===== src/rtl/sertx_pkg.sv =====
package sertx_pkg;
  typedef enum logic [1:0] {
    PAR_NONE  = 2'b00,
    PAR_EVEN  = 2'b01,
    PAR_ODD   = 2'b10,
    PAR_NONE2 = 2'b11
  } par_mode_e;

  localparam int LEN_SEL_W = 2;
  localparam int MIN_DATA  = 5;
endpackage


===== src/rtl/sertx_frame_pack.sv =====
module sertx_frame_pack
  import sertx_pkg::*;
#(
  parameter int DATA_W  = 8,
  parameter int FRAME_W = DATA_W + 4,
  parameter int LEFT_W  = $clog2(FRAME_W + 1)
) (
  input  logic [DATA_W-1:0]    data,
  input  logic [LEN_SEL_W-1:0] len_sel,
  input  logic [1:0]           par_sel,
  input  logic                 two_stop,
  output logic [FRAME_W-1:0]   frame,
  output logic [LEFT_W-1:0]    nbits
);
  int   n_data;
  logic has_par;
  logic par_bit;

  always_comb begin
    n_data  = MIN_DATA + int'(len_sel);
    has_par = (par_sel == PAR_EVEN) || (par_sel == PAR_ODD);
    par_bit = (par_sel == PAR_ODD);
    frame   = '1;
    frame[0] = 1'b0;
    for (int i = 0; i < DATA_W; i++) begin
      if (i < n_data) begin
        frame[1+i] = data[i];
        par_bit    = par_bit ^ data[i];
      end
    end
    if (has_par) frame[1+n_data] = par_bit;
    nbits = LEFT_W'(2 + n_data + int'(has_par) + int'(two_stop));
  end
endmodule


===== src/rtl/sertx_bit_timer.sv =====
module sertx_bit_timer #(
  parameter int OVERSAMPLE = 16,
  parameter int CNT_W      = $clog2(OVERSAMPLE)
) (
  input  logic clk,
  input  logic rst,
  input  logic clear,
  input  logic run,
  input  logic tick,
  output logic bit_end
);
  logic [CNT_W-1:0] cnt_q;

  always_ff @(posedge clk) begin
    if (rst || clear || !run) begin
      cnt_q <= '0;
    end else if (tick) begin
      cnt_q <= (cnt_q == CNT_W'(OVERSAMPLE - 1)) ? '0 : cnt_q + 1'b1;
    end
  end

  assign bit_end = run && tick && (cnt_q == CNT_W'(OVERSAMPLE - 1));


  tick_gate_chk: assert property (@(posedge clk) disable iff (rst)
    (run && !clear && !tick) |=> $stable(cnt_q));
endmodule


===== src/rtl/async_char_tx.sv =====
module async_char_tx
  import sertx_pkg::*;
#(
  parameter int DATA_W     = 8,
  parameter int OVERSAMPLE = 16
) (
  input  logic                 clk,
  input  logic                 rst,
  input  logic                 tick_16x,
  input  logic                 in_valid,
  output logic                 in_ready,
  input  logic [DATA_W-1:0]    in_data,
  input  logic [LEN_SEL_W-1:0] cfg_len,
  input  logic [1:0]           cfg_par,
  input  logic                 cfg_two_stop,
  output logic                 ser_out,
  output logic                 busy,
  output logic                 shift_empty
);
  localparam int FRAME_W = DATA_W + 4;
  localparam int LEFT_W  = $clog2(FRAME_W + 1);

  logic [FRAME_W-1:0] new_frame;
  logic [LEFT_W-1:0]  new_nbits;
  logic [FRAME_W-1:0] shift_q;
  logic [LEFT_W-1:0]  left_q;
  logic               busy_q;
  logic               empty_q;
  logic               line_q;
  logic               accept;
  logic               bit_end;

  assign accept = in_valid && !busy_q;

  sertx_frame_pack #(
    .DATA_W (DATA_W),
    .FRAME_W(FRAME_W),
    .LEFT_W (LEFT_W)
  ) pack_i (
    .data    (in_data),
    .len_sel (cfg_len),
    .par_sel (cfg_par),
    .two_stop(cfg_two_stop),
    .frame   (new_frame),
    .nbits   (new_nbits)
  );

  sertx_bit_timer #(
    .OVERSAMPLE(OVERSAMPLE)
  ) timer_i (
    .clk    (clk),
    .rst    (rst),
    .clear  (accept),
    .run    (busy_q),
    .tick   (tick_16x),
    .bit_end(bit_end)
  );

  always_ff @(posedge clk) begin
    if (rst) begin
      busy_q  <= 1'b0;
      empty_q <= 1'b1;
      line_q  <= 1'b1;
      shift_q <= '1;
      left_q  <= '0;
    end else if (accept) begin
      busy_q  <= 1'b1;
      empty_q <= 1'b0;
      line_q  <= new_frame[0];
      shift_q <= {1'b1, new_frame[FRAME_W-1:1]};
      left_q  <= new_nbits - 1'b1;
    end else if (bit_end) begin
      if (left_q == '0) begin
        busy_q  <= 1'b0;
        empty_q <= 1'b1;
        line_q  <= 1'b1;
      end else begin
        line_q  <= shift_q[0];
        shift_q <= {1'b1, shift_q[FRAME_W-1:1]};
        left_q  <= left_q - 1'b1;
      end
    end
  end

  assign in_ready    = !busy_q;
  assign busy        = busy_q;
  assign shift_empty = empty_q;
  assign ser_out     = line_q;


  idle_mark_chk: assert property (@(posedge clk) disable iff (rst)
    !busy_q |-> line_q);

  start_low_chk: assert property (@(posedge clk) disable iff (rst)
    (in_valid && in_ready) |=> (!ser_out && busy));

  hold_level_chk: assert property (@(posedge clk) disable iff (rst)
    (busy_q && !tick_16x) |=> $stable(ser_out));

  no_reaccept_chk: assert property (@(posedge clk) disable iff (rst)
    (busy_q && !bit_end) |=> (busy_q && $stable(left_q)));

  flag_pair_chk: assert property (@(posedge clk) disable iff (rst)
    busy_q != empty_q);

  end_idle_chk: assert property (@(posedge clk) disable iff (rst)
    $fell(busy_q) |-> (line_q && $past(left_q) == '0));
endmodule


===== config.mk =====
export PLATFORM = sky130hd
export DESIGN_NAME = async_char_tx
export DESIGN_NICKNAME = d
export VERILOG_FILES = /design/src/rtl/sertx_pkg.sv /design/src/rtl/sertx_frame_pack.sv /design/src/rtl/sertx_bit_timer.sv /design/src/rtl/async_char_tx.sv
export SDC_FILE = /design/constraint.sdc
export NUM_CORES = 1
export LEC_CHECK = 0
export ABC_AREA = 1
export BUFFER_PORTS_ARGS = -buffer_cell sky130_fd_sc_hd__buf_2
export CAP_MARGIN = 20
export CORE_MARGIN = 2
export CORE_UTILIZATION = 45
export DETAILED_ROUTE_END_ITERATION = 10
export PLACE_DENSITY_LB_ADDON = 0.08
export SLEW_MARGIN = 20
export SYNTH_ARGS = -nofsm -noshare
export SYNTH_HDL_FRONTEND = slang
export SYNTH_SLANG_ARGS = --single-unit

===== constraint.sdc =====
create_clock -name clk -period 4.7 [get_ports clk]
set_input_delay 0.235 -clock clk [delete_from_list [all_inputs] [get_ports clk]]
set_output_delay 0.235 -clock clk [all_outputs]
set_load 0.005 [all_outputs]

---- Word-level counts from Yosys, hierarchy flattened ----
Index checks and enable logic that the tools add are counted.
word-level totals
  bits in latches ......................... 0
  bits in writable memories ............... 0
  memory bits (read-only) ................. 0
  word-level logic and storage cells ...... 85
  flip-flop bits (word level) ............. 22
  memories kept ........................... 0
  output and inout bits ................... 4
  input port bits ......................... 17
cells by class
  bitwise gates (word level) .............. 8
  $mul .................................... 0
  divide/modulo/power cells ............... 0
  mux-type cells .......................... 36
  $lt $le $gt $ge ......................... 10
  shifts and indexed selects .............. 0
  $add $sub $neg .......................... 8
  equal/unequal tests ..................... 4
  reduce and logical (&&, ||, !) cells .... 13
operator list
  operator               number
  $lt 4x32->1 const A    4
  $lt 3x32->1 const A    2
  $mux 11                3
  $add 2x32->32 const A  1
  $ge 32x1->1 const B    1
  $lt 1x32->1 const A    1
  $lt 2x32->1 const A    1
  $lt 32x6->1 const B    1
  $mux 1                 26
  $mux 4                 4
  $bwmux 12              1
  $mux 12                1
  $add 4x2->4            2
  $sub 4x1->4 const B    2
  $xor 1x1->1            8
  $add 3x2->4 const A    1
  $add 3x4->4 const A    1
  $add 4x1->4 const B    1
  $demux 1 s4            1
  $eq 4x4->1 const B     1
  $logic_and 1x1->1      4
  $logic_not 4->1        1
  $reduce_and 2->1       2
  $reduce_bool 2->1      2
  other kinds (5)        7

---- Depth between registers and ports, before layout ----
Gate-level depths: netlist of the first run.
  depth in word-level cells ............... 20
  depth in mapped cells ................... 19
  gate-level depth less buffers ........... 18

---- Modules after synthesis ----
From an unflattened synthesis of the first run, not the netlist that was laid out.
second synthesis, totals
  cell total of the unflattened synthesis .. 274
  area total of the unflattened synthesis .. 1767.9 um2
by module, submodules not included
  module            area an instance (um2)  times used  cells each  seq. area each (um2)
  async_char_tx     937.1                   1           133         360.3
  sertx_frame_pack  634.4                   1           114         0.0
  sertx_bit_timer   196.4                   1           27          80.1

---- Least setup slack after synthesis of the first run ----
Ideal clock, no wire load.
  path type ............................... input -> register
  start ................................... input cfg_par[0]
  end ..................................... register left_q[1]
  library setup time ...................... 124 ps
  path slack .............................. 2903 ps
  required time ........................... 4576 ps
  data arrival time ....................... 1673 ps
  buffers on the path ..................... 0
  stages .................................. 9
  cell sequence ........................... inv_1 > ha_1 > inv_2 > ha_1 > inv_1 > fa_1 > nor2_1 > nor3_1 > a211oi_2
between the ends
  word-level cells in the longest chain between the ends .. 6
  elaborated cells between the ends (all ways) .. 7
  classes of those cells .................. 3 x add/sub; 2 x eq/ne; 1 x mux; 1 x reduce/logical
ends and longest elaborated chain
  what                                      line                    text
  from (decl)                               async_char_tx.sv:14     input logic [1:0] cfg_par,
  $eq 2x1->1 or $eq 2x2->1 (tied branches)  sertx_frame_pack.sv:21  has_par = (par_sel == PAR_EVEN) || (par_sel == PAR_ODD);
  $logic_or 1x1->1 (*)                      sertx_frame_pack.sv:21
  $add 4x2->4 (*) (2 in series)             sertx_frame_pack.sv:32  nbits = LEFT_W'(2 + n_data + int'(has_par) + int'(two_stop));
  $sub 4x1->4 (*)                           async_char_tx.sv:71     left_q <= new_nbits - 1'b1;
  $mux 4 (*)                                async_char_tx.sv:66     end else if (accept) begin
  to (signal assigned)                      async_char_tx.sv:71
  to (signal assigned)                      async_char_tx.sv:80     left_q <= left_q - 1'b1;
  to (decl)                                 async_char_tx.sv:26     logic [LEFT_W-1:0] left_q;
Every way passes the cells marked *; elsewhere a longest branch is shown, timed or not.
A chain may end at the register's enable or synchronous reset.

---- Final worst setup path of the first run ----
  start ................................... register timer_i.cnt_q[0]
  end ..................................... register shift_q[10]
between the ends
  word-level cells in the longest chain between the ends .. 4
ends and longest elaborated chain
  what                         line                   text
  from (decl)                  sertx_bit_timer.sv:12  logic [CNT_W-1:0] cnt_q;
  from (signal assigned)       sertx_bit_timer.sv:18  cnt_q <= (cnt_q == CNT_W'(OVERSAMPLE - 1)) ? '0 : cnt_q + 1'b1;
  $eq 4x4->1                   sertx_bit_timer.sv:22  assign bit_end = run && tick && (cnt_q == CNT_W'(OVERSAMPLE - 1));
  $logic_and 1x1->1            sertx_bit_timer.sv:22
  $reduce_bool 2->1 (no line)  -
  $reduce_and 2->1 (no line)   -
  to (signal assigned)         async_char_tx.sv:70    shift_q <= {1'b1, new_frame[FRAME_W-1:1]};
  to (signal assigned)         async_char_tx.sv:79    shift_q <= {1'b1, shift_q[FRAME_W-1:1]};
  to (decl)                    async_char_tx.sv:25    logic [FRAME_W-1:0] shift_q;
No other way between the ends.

==> metrics.yaml, run 1 <==
critical_path:
  worstPathArrival_ns: 2.07
  crit_type: "flop to flop"
  path_depth: 12
  r2r_start: "timer_i.cnt_q[0]"
  ff2ff_path_depth: 12
  crit_end: "shift_q[10]"
  path_cells: "ha_1, nand2_1, nor2_4, nand2_2, nor2_4, o21ai_2, nand2_2, inv_2, nor2_1, nand3_1, o21ai_1, nand2_1"
  path_buf_inv: 1
  r2r_setup_slack_ns: 2.78
  crit_required_ns: 4.84
  cp_max_fo: 14
  r2r-end: "shift_q[10]"
  crit_path_end_kind: "flop"
  critPathTopFamily: "simple AND/OR/NAND/NOR gates"
  crit_path_top_delay_cell: "dfxtp_1"
  slowest_delay_ns: 0.36
  start_kind: "flop"
  crit_path_start: "timer_i.cnt_q[0]"
layout:
  fillers: 409
  syn2layout_area_growth_pct: 11.0
  final_nets: 346
  fin_util_pct: 52.5
  antenna_cells: 0
  drive_gt1_share_pct: 12.9
route:
  ant_nets: 0
  wl_met3_microns: 124
  dr.pass1.iters: 4
  wl_per_cell_microns: 9.77
  met2WireLength_microns: 1580
  top_layer: "met4"
  route.vias.total: 1652
  avgViaCountPerCell: 4.60
  post-route-drc-count: 0
  drtIter0Drc: 63
  met1_length_microns: 1790
  drt-total-wl_microns: 3510
sta:
  timing.setup.tns_ns: 0
  finalHoldViolations: 0
  finalSetupViolCount: 0
  worst_pin_slew_ns: 0.463
  finalClockSkew_ns: 0.00258
  drv_slew: 0
  fin_crit_ns: 1.92
  max_slew_margin_pct: 69.1
  fin_hold_ws_ns: 0.222
  rsz0062_at_grt: "no"
  max_clock_freq_ghz: 0.520
  final.period_utilization_pct: 40.9
clock_tree:
  htree_levels: 1
  path_clk_slew_ns: 0.08
  ctsResizeCount: 0
  tritoncts: "yes"
  cts_buffers: 3
  ctsHoldBuffers: 0
  clk_latency_ns: 0.26
  cts_sinks: 22
  root_buffer: "clkbuf_8"
  post-cts-setup-buffers: 0
  clock_path_buffers: 2
grt:
  grtUsageTotal_pct: 17.4
  grt_pass1_vias: 1488
  grt_start_max_net_pins: 28
  grt_pass1_wl_microns: 6100
  antenna_found_initial: 0
  overflow: 0
synth:
  netlist_instances: 293
  synthFlopType: "dfxtp_1"
  yosysUniqueCellTypes: 28
  ys_seq_area_share_pct: 25.0
  synthArstFlopShare_pct: 0
  netlist_area_sq_um: 1760
  ys_warn_count: 0
  synth_nets: 327
  synth_edf_count: 0
  avgSynthCellArea_sq_um: 6.00
  synth_seq_cells: 22
floorplan:
  die_y_microns: 66.5
  fp-row-count: 22
  ios: 21
  die_w_microns: 66.5
  start_util_pct: 47.3
  die_area_sq_um: 4430
  coreArea_sq_um: 3720
worst_hold_path:
  hold_depth: 2
  min-delay-path-class: "input pin to flop"
power:
  power_density_nw_per_um2: 266
  irDropWorstVdd_mv: 0.204
  power.leakage_uw: 0.00107
  power.total_uw: 519
placement:
  portBuffers: 20
  gp_congestion: 0.861
  hpwl_microns: 2800
flow_run:
  timing.max_cap.violations: 0
outcome:
  outcome: "completed"
## metrics by stage
stage	std cells	area, sq um	setup slack (ns)
floorplan	293	1760	2.90
global placement	355	1880	2.52
detailed placement	355	1880	2.48
CTS	359	1950	2.77
global route	359	1950	2.51
finish	359	1950	2.78
## registers in the layout (all words and copies together), names as in the netlist
register	flops
busy	1
left_q	4
ser_out	1
shift_empty	1
shift_q	11
timer_i.cnt_q	4
## how the worst min path moves through the flow
stage,start,to
floorplan,rst,left_q[3]
global placement,shift_q[8],shift_q[8]
detailed placement,shift_q[10],shift_q[10]
CTS,rst,left_q[3]
global route,rst,left_q[1]
finish,rst,left_q[3]
## power by group
group	switching (uW)	internal, uW
Sequential	6.41	199
Combinational	87.9	50.5
Clock	61.6	114
Total	156	363
## placed cells by master, fill, tap and decap left out
cell       netlist  final
a211o_1          1      1
a211oi_2         1      1
a21oi_1          7      7
a31oi_1          2      2
buf_2            1     20
bufinv_16        0      1
clkbuf_8         0      3
clkinv_1         8      8
dfxtp_1         22     22
fa_1             1      1
ha_1            16     16
inv_1           37     37
inv_2            8      8
nand2_1        111    111
nand2_2          2      2
nand3_1         10     10
nand4_1          2      2
nor2_1          32     32
nor2_2           1      1
nor2_4           3      3
nor3_1           7      7
o21ai_0          6      6
o21ai_1          3      3
o21ai_2          1      1
o21bai_1         1      1
xnor2_1          1      1
xor2_1           4      4
## cell usage after synthesis (3+ instances only)
cell type	n	area [sq um]
nor3_1	7	35.0
o21ai_1	3	15.0
ha_1	16	200
a21oi_1	7	35.0
inv_1	37	139
o21ai_0	6	30.0
nor2_4	3	33.8
inv_2	8	30.0
clkinv_1	8	30.0
nor2_1	32	120
dfxtp_1	22	440
nand3_1	10	50.1
nand2_1	111	417
xor2_1	4	35.0
## cells by family (layout without fill, tap and decap cells)
kind of cell	after synthesis	in the layout	share of synthesized area [%]
fa+ha+maj	17	17	12.5
buf+inv	59	77	13.5
xor+xnor	5	5	2.49
flops	22	22	25.0
simple gates	168	168	39.0
compound gates	22	22	7.40
## final cells by class
cell class	instances	area, sq um	area share, %
inverter	53	199	10.2
clock buffer	3	41.3	2.12
sequential	22	440	22.6
timing repair buffer	20	100	5.13
multi-input combinational	212	1080	55.4
tap	48	60.1	3.08
clock inverter	1	30.0	1.54
## metal layers
metal,up-vias,global-route usage (%)
met1,717,22.4
met4,0,1.53
met3,2,3.72
met5,-,0
met2,18,30.9
li1,915,-
(Power assumes the default switching activity.)
==> run 2, diff against run 1 <==
Clock period 4.7 ns to 2 ns, I/O delays scaled along.
==> run 2 against run 1 <==
Compared with the run above: final area up 1.9%; global-route usage up 0.77 points; clock-buffer cell count up 1; sequential power up 140%; critical path depth unchanged; wire length up 4.0%; final cell count up 1.9%; clock skew down 0.00053 ns; fmax up 12%; critical path type unchanged; largest power group unchanged.
==> metrics.yaml, run 2 (synthesis gave the netlist of run 1 again) <==
clock_tree:
  post-cts-setup-buffers: 0  # unchanged
  ctsHoldBuffers: 0  # unchanged
  ctsResizeCount: 0  # unchanged
  clock_path_buffers: 2  # unchanged
  cts_sinks: 22  # unchanged
  htree_levels: 1  # unchanged
  path_clk_slew_ns: 0.08  # about the same
  clk_latency_ns: 0.26  # about the same
  cts_buffers: 3  # unchanged
  tritoncts: "yes"
  root_buffer: "clkbuf_8"
critical_path:
  critPathTopFamily: "simple AND/OR/NAND/NOR gates"
  r2r-end: "shift_q[10]"
  r2r_setup_slack_ns: 0.28  # -2.50 ns
  path_buf_inv: 1  # unchanged
  cp_max_fo: 14  # unchanged
  slowest_delay_ns: 0.36  # about the same
  r2r_start: "timer_i.cnt_q[0]"
  crit_type: "flop to flop"
  crit_required_ns: 2.15  # -2.69 ns
  start_kind: "flop"
  crit_path_end_kind: "flop"
  worstPathArrival_ns: 1.87  # -0.20 ns
  path_cells: "ha_1, nand2_1, nor2_4, nand2_2, nor2_4, o21ai_2, nand2_2, inv_2, nor2_1, nand3_1, o21ai_1, nand2_1"
  crit_path_start: "timer_i.cnt_q[0]"
  ff2ff_path_depth: 12  # unchanged
  crit_path_top_delay_cell: "dfxtp_1"
layout:
  final_nets: 353  # +2.0%
  syn2layout_area_growth_pct: 13.0
  drive_gt1_share_pct: 14.8  # +1.9 points
  fin_util_pct: 53.5  # +0.98 points
  layout_common_cells: "111 x nand2_1, 37 x inv_1, 32 x nor2_1, 22 x dfxtp_1, 20 x buf_2"
  layout_commonest_cell: "nand2_1"
  regMostFlops: "shift_q"
  largest_register_ffs: 11  # unchanged
  design_area_sq_um: 1990  # +1.9%
  antenna_cells: 0  # unchanged
  top_regs: "shift_q x11, left_q x4, timer_i.cnt_q x4"
outcome:
  outcome: "completed"
grt:
  grtUsageTotal_pct: 18.2  # +0.77 points
  overflow: 0  # unchanged
  grt_pass1_vias: 1506  # +1.2%
  grt_start_max_net_pins: 17  # -39%
  antenna_found_initial: 0  # unchanged
  grt_pass1_wl_microns: 6200  # +1.6%
worst_hold_path:
  holdCritStartpoint: "rst"
  hold_depth: 2  # unchanged
  min-delay-path-class: "input pin to flop"
  holdPathEnd: "left_q[3]"
route:
  drt-total-wl_microns: 3650  # +4.0%
  avgViaCountPerCell: 4.64  # +0.82%
  drtIter0Drc: 82  # +30%
  dr.pass1.iters: 4  # unchanged
  post-route-drc-count: 0  # unchanged
  ant_nets: 0  # unchanged
  route.vias.total: 1698  # +2.8%
  wl_per_cell_microns: 9.97  # +2.1%
floorplan:
  die_w_microns: 66.5  # unchanged
  die_area_sq_um: 4430  # unchanged
  coreArea_sq_um: 3720  # unchanged
  start_util_pct: 47.3  # unchanged
  fp-row-count: 22  # unchanged
  die_y_microns: 66.5  # unchanged
  ios: 21  # unchanged
placement:
  hpwl_microns: 2890  # +3.5%
  gp_congestion: 0.841  # -2.4%
  place_area_sq_um: 1930  # +2.8%
  portBuffers: 20  # unchanged
sta:
  finalClockSkew_ns: 0.00205  # -0.000527 ns
  final.period_utilization_pct: 85.9  # +45 points
  finalSetupViolCount: 0  # unchanged
  rsz0062_at_grt: "no"
  timing.setup.tns_ns: 0  # unchanged
  finalHoldViolations: 0  # unchanged
  drv_slew: 0  # unchanged
  max_clock_freq_ghz: 0.582  # +12%
  fin_crit_ns: 1.72  # -0.203 ns
  worst_pin_slew_ns: 0.457  # -0.00619 ns
  max_slew_margin_pct: 69.5  # +0.41 points
power:
  power_density_nw_per_um2: 580  # +120%
  irDropWorstVdd_mv: 0.389  # +91%
  power.leakage_uw: 0.00110  # +2.5%
flow_run:
  timing.max_cap.violations: 0  # unchanged
-- run 2: cell count changes in the layout (fill, tap and decap cells not counted) --
cell	previous run	this run
buf_4	0	7
clkbuf_8	3	4
bufinv_16	1	0
-- run 2: power by group --
part | internal, uW | switching (uW)
combinational | 138 | 210
sequential | 467 | 15.4
clock | 176 | 147
total | 781 | 372
-- run 2: through the flow --
stage	hold slack [ns]	power [uW]	setup slack, ns	cells
floorplan	0.169	747	0.338	293
global placement	0.355	841	0.174	362
detailed placement	0.356	842	0.118	362
CTS	0.0689	1170	0.265	366
global route	0.0627	1240	0.108	366
finish	0.0728	1150	0.282	366
-- run 2: worst max path at each step --
stage / to / slack [ns] / depth (start not counted)
floorplan: left_q[1] / 0.34 / 9
global route: shift_q[10] / 0.11 / 12
CTS: shift_q[10] / 0.26 / 12
detailed placement: shift_q[0] / 0.12 / 14
finish: shift_q[10] / 0.28 / 12
global placement: shift_q[0] / 0.17 / 15
-- run 2: area by class of cell --
cell class | count | area [sq um]
Tap cell | 48 | 60.1
Timing Repair Buffer | 27 | 153
Fill cell | 405 | 1730
Clock buffer | 4 | 55.1
Inverter | 53 | 199
Sequential cell | 22 | 440
Multi-Input combinational cell | 212 | 1080
-- run 2: layer usage --
metal  GRT usage [%]  part of all wire (%)  vias up
met5               0                     0        -
met4            4.59                  0.90        0
met3            3.55                   2.2        5
met2            31.8                    46       12
met1            22.8                    51      751
li1                -                     -      930
